## src/rtl/drs_pkg.sv

```systemverilog
package drs_pkg;
  typedef enum logic [1:0] {
    RAIL_HIZ    = 2'd0,
    RAIL_NORMAL = 2'd1,
    RAIL_SAVE   = 2'd2
  } railMode_e;

  typedef enum logic [2:0] {
    M_OFF   = 3'd0,
    M_RAMP  = 3'd1,
    M_HOLD  = 3'd2,
    M_ON    = 3'd3,
    M_DRAIN = 3'd4
  } mainState_e;

  typedef enum logic [1:0] {
    T_OFF  = 2'd0,
    T_SOFT = 2'd1,
    T_FULL = 2'd2
  } termState_e;

  typedef struct packed {
    logic holdRun;
    logic ssRun;
  } strobe_t;

  localparam int FLAG_COUNT = 10;
  localparam int F_LOGIC    = 0;
  localparam int F_INPUT    = 1;
  localparam int F_REF      = 2;
  localparam int F_MAINEN   = 3;
  localparam int F_TERMEN   = 4;
  localparam int F_FPWM     = 5;
  localparam int F_MAINREG  = 6;
  localparam int F_TERMREG  = 7;
  localparam int F_THERM    = 8;
  localparam int F_OC       = 9;
endpackage

```

## src/rtl/drs_timer.sv

```systemverilog
module drs_timer #(
  parameter int CNT = 200
) (
  input  logic clk,
  input  logic rstN,
  input  logic run,
  output logic done
);
  localparam int W = (CNT < 2) ? 1 : $clog2(CNT + 1);
  localparam logic [W-1:0] LAST = W'(CNT - 1);

  logic [W-1:0] cnt;

  assign done = run && (cnt == LAST);

  always_ff @(posedge clk or negedge rstN) begin
    if (!rstN) begin
      cnt <= '0;
    end else if (!run) begin
      cnt <= '0;
    end else if (!done) begin
      cnt <= cnt + 1'b1;
    end
  end
endmodule

```

## src/rtl/drs_datapath.sv

```systemverilog
module drs_datapath
  import drs_pkg::*;
#(
  parameter int SYNC_STAGES = 2,
  parameter int HOLD_CNT    = 200,
  parameter int SS_CNT      = 1000
) (
  input  logic                  clk,
  input  logic                  rstN,
  input  logic [FLAG_COUNT-1:0] rawFlags,
  input  strobe_t               strobes,
  output logic [FLAG_COUNT-1:0] syncFlags,
  output logic                  holdDone,
  output logic                  ssDone
);
  localparam int STG = (SYNC_STAGES < 2) ? 2 : SYNC_STAGES;

  logic [STG-1:0][FLAG_COUNT-1:0] stage;

  always_ff @(posedge clk or negedge rstN) begin
    if (!rstN) begin
      stage <= '0;
    end else begin
      stage <= {stage[STG-2:0], rawFlags};
    end
  end

  assign syncFlags = stage[STG-1];

  logic [1:0] runVec;
  logic [1:0] doneVec;
  assign runVec = {strobes.ssRun, strobes.holdRun};

  for (genvar i = 0; i < 2; i++) begin : g_timer
    localparam int LEN = (i == 0) ? HOLD_CNT : SS_CNT;
    drs_timer #(.CNT(LEN)) u_timer (
      .clk  (clk),
      .rstN (rstN),
      .run  (runVec[i]),
      .done (doneVec[i])
    );
  end

  assign holdDone = doneVec[0];
  assign ssDone   = doneVec[1];
endmodule

```

## src/rtl/drs_ctrl.sv

```systemverilog
module drs_ctrl
  import drs_pkg::*;
(
  input  logic                  clk,
  input  logic                  rstN,
  input  logic [FLAG_COUNT-1:0] flags,
  input  logic                  holdDone,
  input  logic                  ssDone,
  output strobe_t               strobes,
  output railMode_e             mainMode,
  output railMode_e             refMode,
  output railMode_e             termMode,
  output logic                  termIlimFull,
  output logic                  gateEn,
  output logic                  pgoodOe
);
  mainState_e mainState, mainNext;
  termState_e termState, termNext;
  logic       drainPg;
  logic       saveMode;

  logic supOk, mainActive, regReached, termGo;

  assign supOk = flags[F_LOGIC] & flags[F_INPUT] & flags[F_REF] & flags[F_MAINEN]
               & ~flags[F_THERM] & ~flags[F_OC];

  assign mainActive = (mainState == M_RAMP) || (mainState == M_HOLD) || (mainState == M_ON);
  assign regReached = (mainState == M_HOLD) || (mainState == M_ON);
  assign termGo     = supOk && regReached && flags[F_TERMEN];

  always_comb begin
    mainNext = mainState;
    case (mainState)
      M_OFF:   if (supOk) mainNext = M_RAMP;
      M_RAMP: begin
        if (!supOk)                mainNext = M_DRAIN;
        else if (flags[F_MAINREG]) mainNext = M_HOLD;
      end
      M_HOLD: begin
        if (!supOk)                 mainNext = M_DRAIN;
        else if (!flags[F_MAINREG]) mainNext = M_RAMP;
        else if (holdDone)          mainNext = M_ON;
      end
      M_ON:    if (!supOk) mainNext = M_DRAIN;
      M_DRAIN: mainNext = M_OFF;
      default: mainNext = M_OFF;
    endcase
  end

  always_comb begin
    termNext = termState;
    if (!termGo) begin
      termNext = T_OFF;
    end else begin
      case (termState)
        T_OFF:   termNext = T_SOFT;
        T_SOFT:  if (flags[F_TERMREG] || ssDone) termNext = T_FULL;
        T_FULL:  termNext = T_FULL;
        default: termNext = T_OFF;
      endcase
    end
  end

  always_ff @(posedge clk or negedge rstN) begin
    if (!rstN) begin
      mainState <= M_OFF;
      termState <= T_OFF;
      drainPg   <= 1'b0;
      saveMode  <= 1'b0;
    end else begin
      mainState <= mainNext;
      termState <= termNext;
      drainPg   <= (mainState == M_ON);
      saveMode  <= ~flags[F_TERMEN] & flags[F_FPWM];
    end
  end

  assign strobes.holdRun = (mainState == M_HOLD);
  assign strobes.ssRun   = (termState == T_SOFT);

  assign mainMode     = !mainActive ? RAIL_HIZ : (saveMode ? RAIL_SAVE : RAIL_NORMAL);
  assign refMode      = mainActive ? RAIL_NORMAL : RAIL_HIZ;
  assign termMode     = (termState != T_OFF) ? RAIL_NORMAL : RAIL_HIZ;
  assign termIlimFull = (termState == T_FULL);
  assign gateEn       = mainActive;
  assign pgoodOe      = !((mainState == M_ON) || ((mainState == M_DRAIN) && drainPg));
endmodule

```

## src/rtl/ddr_rail_seq.sv

```systemverilog
module ddr_rail_seq
  import drs_pkg::*;
#(
  parameter int CLK_KHZ     = 1000,
  parameter int HOLD_US     = 200,
  parameter int SS_US       = 1000,
  parameter int SYNC_STAGES = 2
) (
  input  logic       clk,
  input  logic       rstN,
  input  logic       logicSupplyOk,
  input  logic       inputSupplyOk,
  input  logic       refOk,
  input  logic       mainEn,
  input  logic       termEn,
  input  logic       fpwmSel,
  input  logic       mainInReg,
  input  logic       termInReg,
  input  logic       thermalFault,
  input  logic       ocLatched,
  output logic [1:0] mainMode,
  output logic [1:0] refMode,
  output logic [1:0] termMode,
  output logic       termIlimFull,
  output logic       hsGateEn,
  output logic       lsGateEn,
  output logic       pgoodOe
);
  localparam int HOLD_RAW = (CLK_KHZ * HOLD_US) / 1000;
  localparam int SS_RAW   = (CLK_KHZ * SS_US) / 1000;
  localparam int HOLD_CNT = (HOLD_RAW < 1) ? 1 : HOLD_RAW;
  localparam int SS_CNT   = (SS_RAW < 1) ? 1 : SS_RAW;

  logic [FLAG_COUNT-1:0] rawFlags, syncFlags;
  strobe_t               strobes;
  logic                  holdDone, ssDone, gateEn;
  railMode_e             mainModeE, refModeE, termModeE;

  always_comb begin
    rawFlags            = '0;
    rawFlags[F_LOGIC]   = logicSupplyOk;
    rawFlags[F_INPUT]   = inputSupplyOk;
    rawFlags[F_REF]     = refOk;
    rawFlags[F_MAINEN]  = mainEn;
    rawFlags[F_TERMEN]  = termEn;
    rawFlags[F_FPWM]    = fpwmSel;
    rawFlags[F_MAINREG] = mainInReg;
    rawFlags[F_TERMREG] = termInReg;
    rawFlags[F_THERM]   = thermalFault;
    rawFlags[F_OC]      = ocLatched;
  end

  drs_datapath #(
    .SYNC_STAGES (SYNC_STAGES),
    .HOLD_CNT    (HOLD_CNT),
    .SS_CNT      (SS_CNT)
  ) u_dp (
    .clk       (clk),
    .rstN      (rstN),
    .rawFlags  (rawFlags),
    .strobes   (strobes),
    .syncFlags (syncFlags),
    .holdDone  (holdDone),
    .ssDone    (ssDone)
  );

  drs_ctrl u_ctrl (
    .clk          (clk),
    .rstN         (rstN),
    .flags        (syncFlags),
    .holdDone     (holdDone),
    .ssDone       (ssDone),
    .strobes      (strobes),
    .mainMode     (mainModeE),
    .refMode      (refModeE),
    .termMode     (termModeE),
    .termIlimFull (termIlimFull),
    .gateEn       (gateEn),
    .pgoodOe      (pgoodOe)
  );

  assign mainMode = mainModeE;
  assign refMode  = refModeE;
  assign termMode = termModeE;
  assign hsGateEn = gateEn;
  assign lsGateEn = gateEn;
endmodule

```

## config.mk

```make
export PLATFORM = sky130hd
export DESIGN_NAME = ddr_rail_seq
export DESIGN_NICKNAME = d
export VERILOG_FILES = /design/src/rtl/drs_pkg.sv /design/src/rtl/drs_timer.sv /design/src/rtl/drs_datapath.sv /design/src/rtl/drs_ctrl.sv /design/src/rtl/ddr_rail_seq.sv
export SDC_FILE = /design/constraint.sdc
export NUM_CORES = 1
export LEC_CHECK = 0
export BUFFER_PORTS_ARGS = -buffer_cell sky130_fd_sc_hd__buf_2
export CORE_ASPECT_RATIO = 0.75
export CORE_MARGIN = 10
export CORE_UTILIZATION = 35
export DETAILED_ROUTE_END_ITERATION = 7
export MAX_ROUTING_LAYER = met4
export SKIP_CTS_REPAIR_TIMING = 1
export SLEW_MARGIN = 10
export SYNTH_ARGS = -nofsm -noshare
export SYNTH_HDL_FRONTEND = slang
export SYNTH_HIERARCHICAL = 1
export SYNTH_SLANG_ARGS = --single-unit
```

## constraint.sdc

```tcl
create_clock -name clk -period 1.6 [get_ports clk]
set_clock_uncertainty 0.05 [all_clocks]
set_input_delay 0.24 -clock clk [delete_from_list [all_inputs] [get_ports clk]]
set_output_delay 0.24 -clock clk [all_outputs]
set_load 0.01 [all_outputs]
```

==> results of run 1 <==
Yosys cell counts, types with 2 or more instances:
cell                       number
sky130_fd_sc_hd__and2_1         4
sky130_fd_sc_hd__nor4_1         2
sky130_fd_sc_hd__a31oi_1        2
sky130_fd_sc_hd__nand4_1        2
sky130_fd_sc_hd__or4_1          2
sky130_fd_sc_hd__buf_4         14
sky130_fd_sc_hd__a211oi_1       2
sky130_fd_sc_hd__clkbuf_1       2
sky130_fd_sc_hd__nand2b_1       4
sky130_fd_sc_hd__dfrtp_1       45
sky130_fd_sc_hd__ha_1           7
sky130_fd_sc_hd__nor2_1         7
sky130_fd_sc_hd__or3_1          8
sky130_fd_sc_hd__nor3b_1        4
sky130_fd_sc_hd__nand3_1        8
sky130_fd_sc_hd__xor2_1         2
sky130_fd_sc_hd__nand2_1       16
sky130_fd_sc_hd__nor3_1         2
sky130_fd_sc_hd__o21ai_0        9
sky130_fd_sc_hd__mux2i_1        8
sky130_fd_sc_hd__a21oi_1        3
sky130_fd_sc_hd__a21boi_1       3
sky130_fd_sc_hd__inv_1          6
cells by family (layout without fill, tap and decap cells):
family                   after synthesis  in the layout
XOR/XNOR                               3              3
AO/OA/AOI/OAI                         21             21
multiplexers                           9              9
other                                  1              2
buffers and inverters                 23             72
flip-flops                            45             45
AND/OR/NAND/NOR                       64             64
adder cells (fa/ha/maj)                7              7
power by group:
part           internal (mW)  total [mW]  switching, mW
combinational         0.0407      0.0759         0.0352
clock                  0.476       0.894          0.417
sequential              1.16        1.17        0.00896
total                   1.68        2.14          0.462
metrics by stage:
stage	utilization [%]	power (mW)	cells	TNS [ns]	area [um^2]
after floorplan	-	1.22	174	-0.136	1980
after global placement	41.6	1.25	274	-0.0409	2240
after detailed placement	41.6	1.25	274	-0.125	2240
after CTS	43.8	2.16	282	-0.358	2360
after global routing	47.5	2.23	298	-0.512	2550
final	47.5	2.14	298	-0.122	2550
area by class of cell:
| type | instances | area [um^2] | share of cell area, % |
|---|---|---|---|
| Inverter | 6 | 22.5 | 0.881 |
| Multi-Input combinational cell | 106 | 741 | 29.0 |
| Tap cell | 75 | 93.8 | 3.67 |
| Clock buffer | 5 | 68.8 | 2.69 |
| Clock inverter | 3 | 47.5 | 1.86 |
| Timing Repair Buffer | 58 | 455 | 17.8 |
| Sequential cell | 45 | 1130 | 44.1 |
sequential cells by signal, indices dropped and copies added, names as in the netlist:
register,flops
u_ctrl/drainPg,1
u_ctrl/mainState,3
u_ctrl/saveMode,1
u_ctrl/termState,2
u_dp/g_timer.u_timer/cnt,18
u_dp/stage,10
u_dp/syncFlags,10
path summary, 6_finish.rpt:
check	start	to	slack [ns]
setup / recovery	u_dp/g_timer[1].u_timer/cnt[3]	u_ctrl/termState[1]	-0.06
max in group asynchronous	rstN	u_dp/g_timer[0].u_timer/cnt[6]	0.72
setup reg to reg	u_dp/g_timer[1].u_timer/cnt[3]	u_ctrl/termState[1]	-0.06
min in group asynchronous	rstN	u_dp/g_timer[0].u_timer/cnt[5]	0.35
hold / removal	u_dp/stage[2]	u_dp/syncFlags[2]	0.30
hold reg to reg	u_dp/stage[2]	u_dp/syncFlags[2]	0.30
worst max-delay path, delay by kind of cell, from the launching register on:
family / cells / cell delay, ns
mux: 1 / 0.14
simple gates: 5 / 0.99
flops: 1 / 0.38
metal layers:
layer | vias to the layer above | part of all wire [%] | track usage, %
met2 | 20 | 46 | 12.3
met4 | 0 | 0.97 | 2.94
met1 | 632 | 48 | 10.3
met3 | 4 | 4.2 | 3.74
li1 | 679 | - | -
met5 | - | 0 | -
==> out/results.tsv, run 1 <==
stage	metric	value	unit
placed_design	Final HPWL DP	2.49	mm
yosys	xor/xnor share of the synthesized area	1.35	%
finish	Syn-to-layout area delta	30.9	%
yosys	netlist area before placement	1950	um^2
setup_path	launching element type of the critical path	flop	
yosys	leading cell types by total area after synthesis	sky130_fd_sc_hd__dfrtp_1 58%, sky130_fd_sc_hd__buf_4 5.4%, sky130_fd_sc_hd__ha_1 4.5%	
finish	Net count, final	241	
global_routing	number of antenna violations at the first check in global routing	0	
yosys	number of flops mapped to enable cells by yosys	0	
sta	total count of max-transition violations in the final report	0	
yosys	Synth Flop Type	sky130_fd_sc_hd__dfrtp_1	
yosys	number of standard cells after synthesis	173	
yosys	basic-gate share of the synthesized area counting and, or, nand and nor cells	17.9	%
cts	maximum clock path buffer count	2	
cts	H-tree Lvls	2	
sta	Final WS setup	-0.0590	ns
sta	final worst hold slack	0.304	ns
worst_hold_path	WHS Path Cells	0	
routing	vias after detailed routing	1335	
floorplan	Cell Rows	23	
routing	Final ANT Viol Nets	0	
yosys	leading area contributor after synthesis	sky130_fd_sc_hd__dfrtp_1	
placed_design	weighted congestion reported at the end of routability-driven placement	0.868	
routing	residual DRC count	0	
yosys	synth unique cells	34	
floorplan	Die Span Y	84.7	um
global_routing	largest net degree at the start of global routing	18	
floorplan	Initial Utilization	36.3	%
routing	mean routed wirelength per cell	11.8	um
floorplan	floorplan die area	9000	um^2
power_and_ir_drop	peak supply drop	0.515	mV
routing	number of violations reported at the end of detailed-routing iteration 0	32	
cts	clock sink total	45	
floorplan	horizontal die dimension	106	um
outcome	violated checks	setup timing	
setup_path	required time of the critical path	1.74	ns
sta	endpoints failing setup	3	
cts	Clock Latency Late Sink	0.31	ns
outcome	status	finished with violations	
finish	most frequent standard cell in the layout excluding fill and tap cells	sky130_fd_sc_hd__dfrtp_1	
sta	share of the cycle needed by the critical path after routing	104	%
finish	number of diodes added for antenna fixing	0	
yosys	synthesized-area fraction occupied by adder cells	4.49	%
setup_path	highest cell delay on the worst timing path	0.40	ns
power_and_ir_drop	total leakage power	1.12	nW
setup_path	cell with the largest stage delay on the worst path	sky130_fd_sc_hd__or3b_1	
routing	number of detailed-routing iterations run before antenna repair	6	
routing	number of vias per cell after detailed routing	4.48	
setup_path	cell breakdown of the critical path	or3b_1, or3_4, nor2_2, nor3b_2, mux2i_1, nor2_1	
yosys	largest family of logic cells by synthesized area	simple AND/OR/NAND/NOR gates	
finish	most frequent cells in the layout	45 x sky130_fd_sc_hd__dfrtp_1, 22 x sky130_fd_sc_hd__buf_4, 19 x sky130_fd_sc_hd__buf_2	
global_routing	wire length of the first global-routing pass	5.99	mm
setup_path	crit end category	flop	
routing	wirelength, routed	3.52	mm
cts	clock slew at reported path FFs	0.09	ns
cts	CTS tree	yes	
cts	library cell used as clock root buffer	sky130_fd_sc_hd__clkbuf_8	
flow_run	number of violations of the max-capacitance limit	0	
setup_path	data arrival time of the critical path	1.80	ns
setup_path	largest fanout of any net on the critical path	2	
setup_path	Setup Crit Path Kind	flop to flop	
setup_path	depth of the worst register-to-register path	6	
cts	number of buffers inserted during clock tree synthesis	5	
yosys	area fraction in compound gates after synthesis	6.54	%
yosys	multiplexer fraction of the synthesized cell area	4.68	%
sta	Max Fclk	603	MHz
worst_hold_path	worst min-delay path class	flop to flop	
sta	unrepaired setup endpoints after global routing	true	
finish	fraction of layout instances using a drive strength above 1	31.4	%
yosys	Yosys top cell area share	57.7	%
yosys	Synth Area per Inst	11.3	um^2
yosys	number of synthesized register bits	45	
yosys	share of synthesized area occupied by flip-flops and latches	57.7	%
sta	shortest period the worst path allows	1.66	ns
yosys	asr flop ratio synth	100	%
placed_design	port buffer count	19	
global_routing	global-route congestion overflow total	0	
floorplan	Top-Level Pins	22	
sta	number of hold-slack violations in the final timing report	0	
global_routing	via count of the first global-routing pass	1292	
floorplan	floorplan core area	5380	um^2
finish	layout filler cell count	500	
global_routing	combined global-route utilization of all metal layers	8.49	%
placed_design	worst slack after detailed placement	-0.0730	ns
yosys	Yosys Warn Count	6	
power_and_ir_drop	power density over the cells	838	nW/um^2
(Power assumes the default switching activity.)
==> inputs of run 2 (changes only) <==
Settings changed: ABC_AREA set to 1, CORE_UTILIZATION 35 to 52, PLACE_DENSITY set to 0.74.
==> out/results.tsv, run 2 <==
stage	metric	value	unit
setup_path	kind of cell adding the most delay to the critical path	flip-flops	
yosys	leading cell types by total area after synthesis	sky130_fd_sc_hd__dfrtp_1 51%, sky130_fd_sc_hd__nand2_1 9.5%, sky130_fd_sc_hd__nor2_1 5.6%	
setup_path	depth of the worst register-to-register path	11	
yosys	number of flops mapped to enable cells by yosys	0	
placed_design	total cell area at the placement stage	2330	um^2
floorplan	floorplan core area	4080	um^2
floorplan	Cell Rows	20	
sta	total count of max-transition violations in the final report	0	
cts	CTS tree	yes	
setup_path	dominant cell type by count on the critical path	sky130_fd_sc_hd__nand2_1	
cts	Clock Latency Late Sink	0.29	ns
sta	Total Neg Setup Slack	0	ns
finish	multi-input combinational cell area	856	um^2
yosys	synth unique cells	26	
sta	unrepaired setup endpoints after global routing	true	
finish	fraction of layout instances using a drive strength above 1	25.3	%
routing	Final ANT Viol Nets	0	
worst_hold_path	worst min-delay path class	flop to flop	
yosys	Yosys Warn Count	6	
routing	number of vias per cell after detailed routing	4.59	
yosys	Yosys top cell area share	51.1	%
finish	register bank with the most flops	u_dp/g_timer.u_timer/cnt	
setup_path	Setup Crit Path Kind	flop to output pin	
placed_design	worst slack after detailed placement	-0.0123	ns
worst_hold_path	origin of the worst min-delay path	u_dp/stage[9]	
routing	number of detailed-routing iterations run before antenna repair	4	
setup_path	cell with the largest stage delay on the worst path	sky130_fd_sc_hd__dfrtp_1	
cts	maximum clock path buffer count	2	
finish	Syn-to-layout area delta	17.7	%
routing	wirelength, routed	3.77	mm
setup_path	worst reg2reg endpoint	u_ctrl/mainState[0]	
global_routing	global-route congestion overflow total	0	
yosys	Synth Flop Type	sky130_fd_sc_hd__dfrtp_1	
routing	number of violations reported at the end of detailed-routing iteration 0	126	
setup_path	Buf/Inv on CP	3	
sta	shortest period the worst path allows	1.55	ns
sta	Max Fclk	645	MHz
yosys	cell with the most instances after synthesis	sky130_fd_sc_hd__nand2_1	
routing	mean routed wirelength per cell	10.8	um
global_routing	via count of the first global-routing pass	1453	
finish	number of diodes added for antenna fixing	0	
floorplan	Top-Level Pins	22	
sta	endpoints failing setup	0	
finish	most frequent cells in the layout	56 x sky130_fd_sc_hd__nand2_1, 42 x sky130_fd_sc_hd__dfrtp_1, 30 x sky130_fd_sc_hd__inv_1	
routing	vias after detailed routing	1596	
flow_run	number of violations of the max-capacitance limit	0	
cts	clock sink total	45	
yosys	list of most frequent post-synthesis cells	56 x sky130_fd_sc_hd__nand2_1, 45 x sky130_fd_sc_hd__dfrtp_1, 33 x sky130_fd_sc_hd__nor2_1	
finish	flip-flop count of the largest register after layout	18	
setup_path	data arrival time of the critical path	1.26	ns
power_and_ir_drop	total leakage power	1.27	nW
yosys	number of standard cells after synthesis	257	
sta	number of hold-slack violations in the final timing report	0	
sta	Final WS setup	0.0495	ns
setup_path	reg-to-reg slack, setup	0.08	ns
cts	H-tree Lvls	2	
yosys	Synth Area per Inst	8.58	um^2
finish	final instance count without filler cells	348	
setup_path	highest cell delay on the worst timing path	0.43	ns
placed_design	Final HPWL DP	2.83	mm
cts	clock slew at reported path FFs	0.08	ns
setup_path	cell breakdown of the critical path	nand2_1, inv_2, nand2_1, inv_1, a31oi_1, buf_2	
placed_design	weighted congestion reported at the end of routability-driven placement	0.875	
placed_design	number of placed cells counting well taps	325	
setup_path	launching element type of the critical path	flop	
floorplan	floorplan die area	7270	um^2
yosys	asr flop ratio synth	100	%
worst_hold_path	Hold EP	u_dp/syncFlags[9]	
setup_path	required time of the critical path	1.31	ns
routing	residual DRC count	0	
setup_path	source of the worst register-to-register timing path	u_ctrl/mainState[0]	
sta	share of the cycle needed by the critical path after routing	96.9	%
yosys	number of synthesized register bits	45	
finish	Net count, final	312	
power_and_ir_drop	power density over the cells	915	nW/um^2
global_routing	largest net degree at the start of global routing	27	
cts	library cell used as clock root buffer	sky130_fd_sc_hd__clkbuf_8	
finish	layout filler cell count	341	
setup_path	crit end category	output pin	
finish	area of all sequential standard cells	1130	um^2
yosys	netlist area before placement	2200	um^2
finish	most frequent standard cell in the layout excluding fill and tap cells	sky130_fd_sc_hd__nand2_1	
cts	number of buffers inserted during clock tree synthesis	5	
yosys	share of synthesized area occupied by flip-flops and latches	51.1	%
global_routing	wire length of the first global-routing pass	6.42	mm
floorplan	Initial Utilization	54.0	%
global_routing	combined global-route utilization of all metal layers	11.2	%
floorplan	Die Span Y	76.4	um
yosys	leading area contributor after synthesis	sky130_fd_sc_hd__dfrtp_1	
finish	final instance area	2590	um^2
setup_path	largest fanout of any net on the critical path	4	
outcome	status	complete, no violations	
power_and_ir_drop	peak supply drop	0.657	mV
floorplan	horizontal die dimension	95.2	um
global_routing	number of antenna violations at the first check in global routing	0	
worst_hold_path	WHS Path Cells	0	
placed_design	port buffer count	19	
run 2: per-stage QoR:
stage                     hold WS (ns)  power (mW)  util (%)
final                            0.299        2.37      63.6
after floorplan                 -0.106        1.55         -
after detailed placement         0.163        1.63      57.0
after global placement           0.161        1.63      57.0
after CTS                       -0.162        2.33      59.2
after global routing             0.310        2.51      63.6
run 2: logic make-up after synthesis:
group / synth area share [%]
adders and majority gates: 3.97
buffers and inverters: 11.5
other: 0.170
AOI/OAI and AO/OA: 3.63
xor gates and xnor gates: 0.795
DFF: 51.1
and+or+nand+nor: 28.8
run 2: worst max-delay path by stage:
stage / startpoint / slack (ns) / depth (start not counted) / end
final: u_ctrl/mainState[0] / 0.05 / 6 / pgoodOe
after global routing: u_ctrl/mainState[1] / -0.02 / 5 / mainMode[1]
after CTS: u_ctrl/mainState[1] / -0.07 / 5 / mainMode[0]
after detailed placement: u_dp/g_timer[0].u_timer/cnt[0] / -0.01 / 10 / u_ctrl/mainState[0]
after floorplan: u_ctrl/termState[1] / 0.15 / 8 / u_ctrl/termState[0]
after global placement: u_dp/g_timer[0].u_timer/cnt[1] / 0.09 / 10 / u_ctrl/mainState[0]
run 2: layout make-up:
class / instances / share of cell area (%)
clock buffers: 6 / 3.18
multi-input cells: 162 / 33.0
clock inverters: 1 / 0.289
inverters: 36 / 5.21
flip-flops and latches: 45 / 43.5
repair buffers: 43 / 12.2
well taps: 55 / 2.65
run 2: where the power goes:
group | internal, mW | switching, mW | total, mW
Combinational | 0.174 | 0.262 | 0.436
Sequential | 1.19 | 0.0519 | 1.24
Clock | 0.341 | 0.352 | 0.693
run 2: per-layer routing:
| layer | share of wire [%] | up-vias | track usage (%) |
|---|---|---|---|
| met5 | 0 | - | - |
| met4 | 1.1 | 0 | 3.13 |
| met3 | 8.5 | 6 | 5.02 |
| met2 | 40 | 47 | 14.5 |
| met1 | 50 | 697 | 15.2 |
| li1 | - | 846 | - |
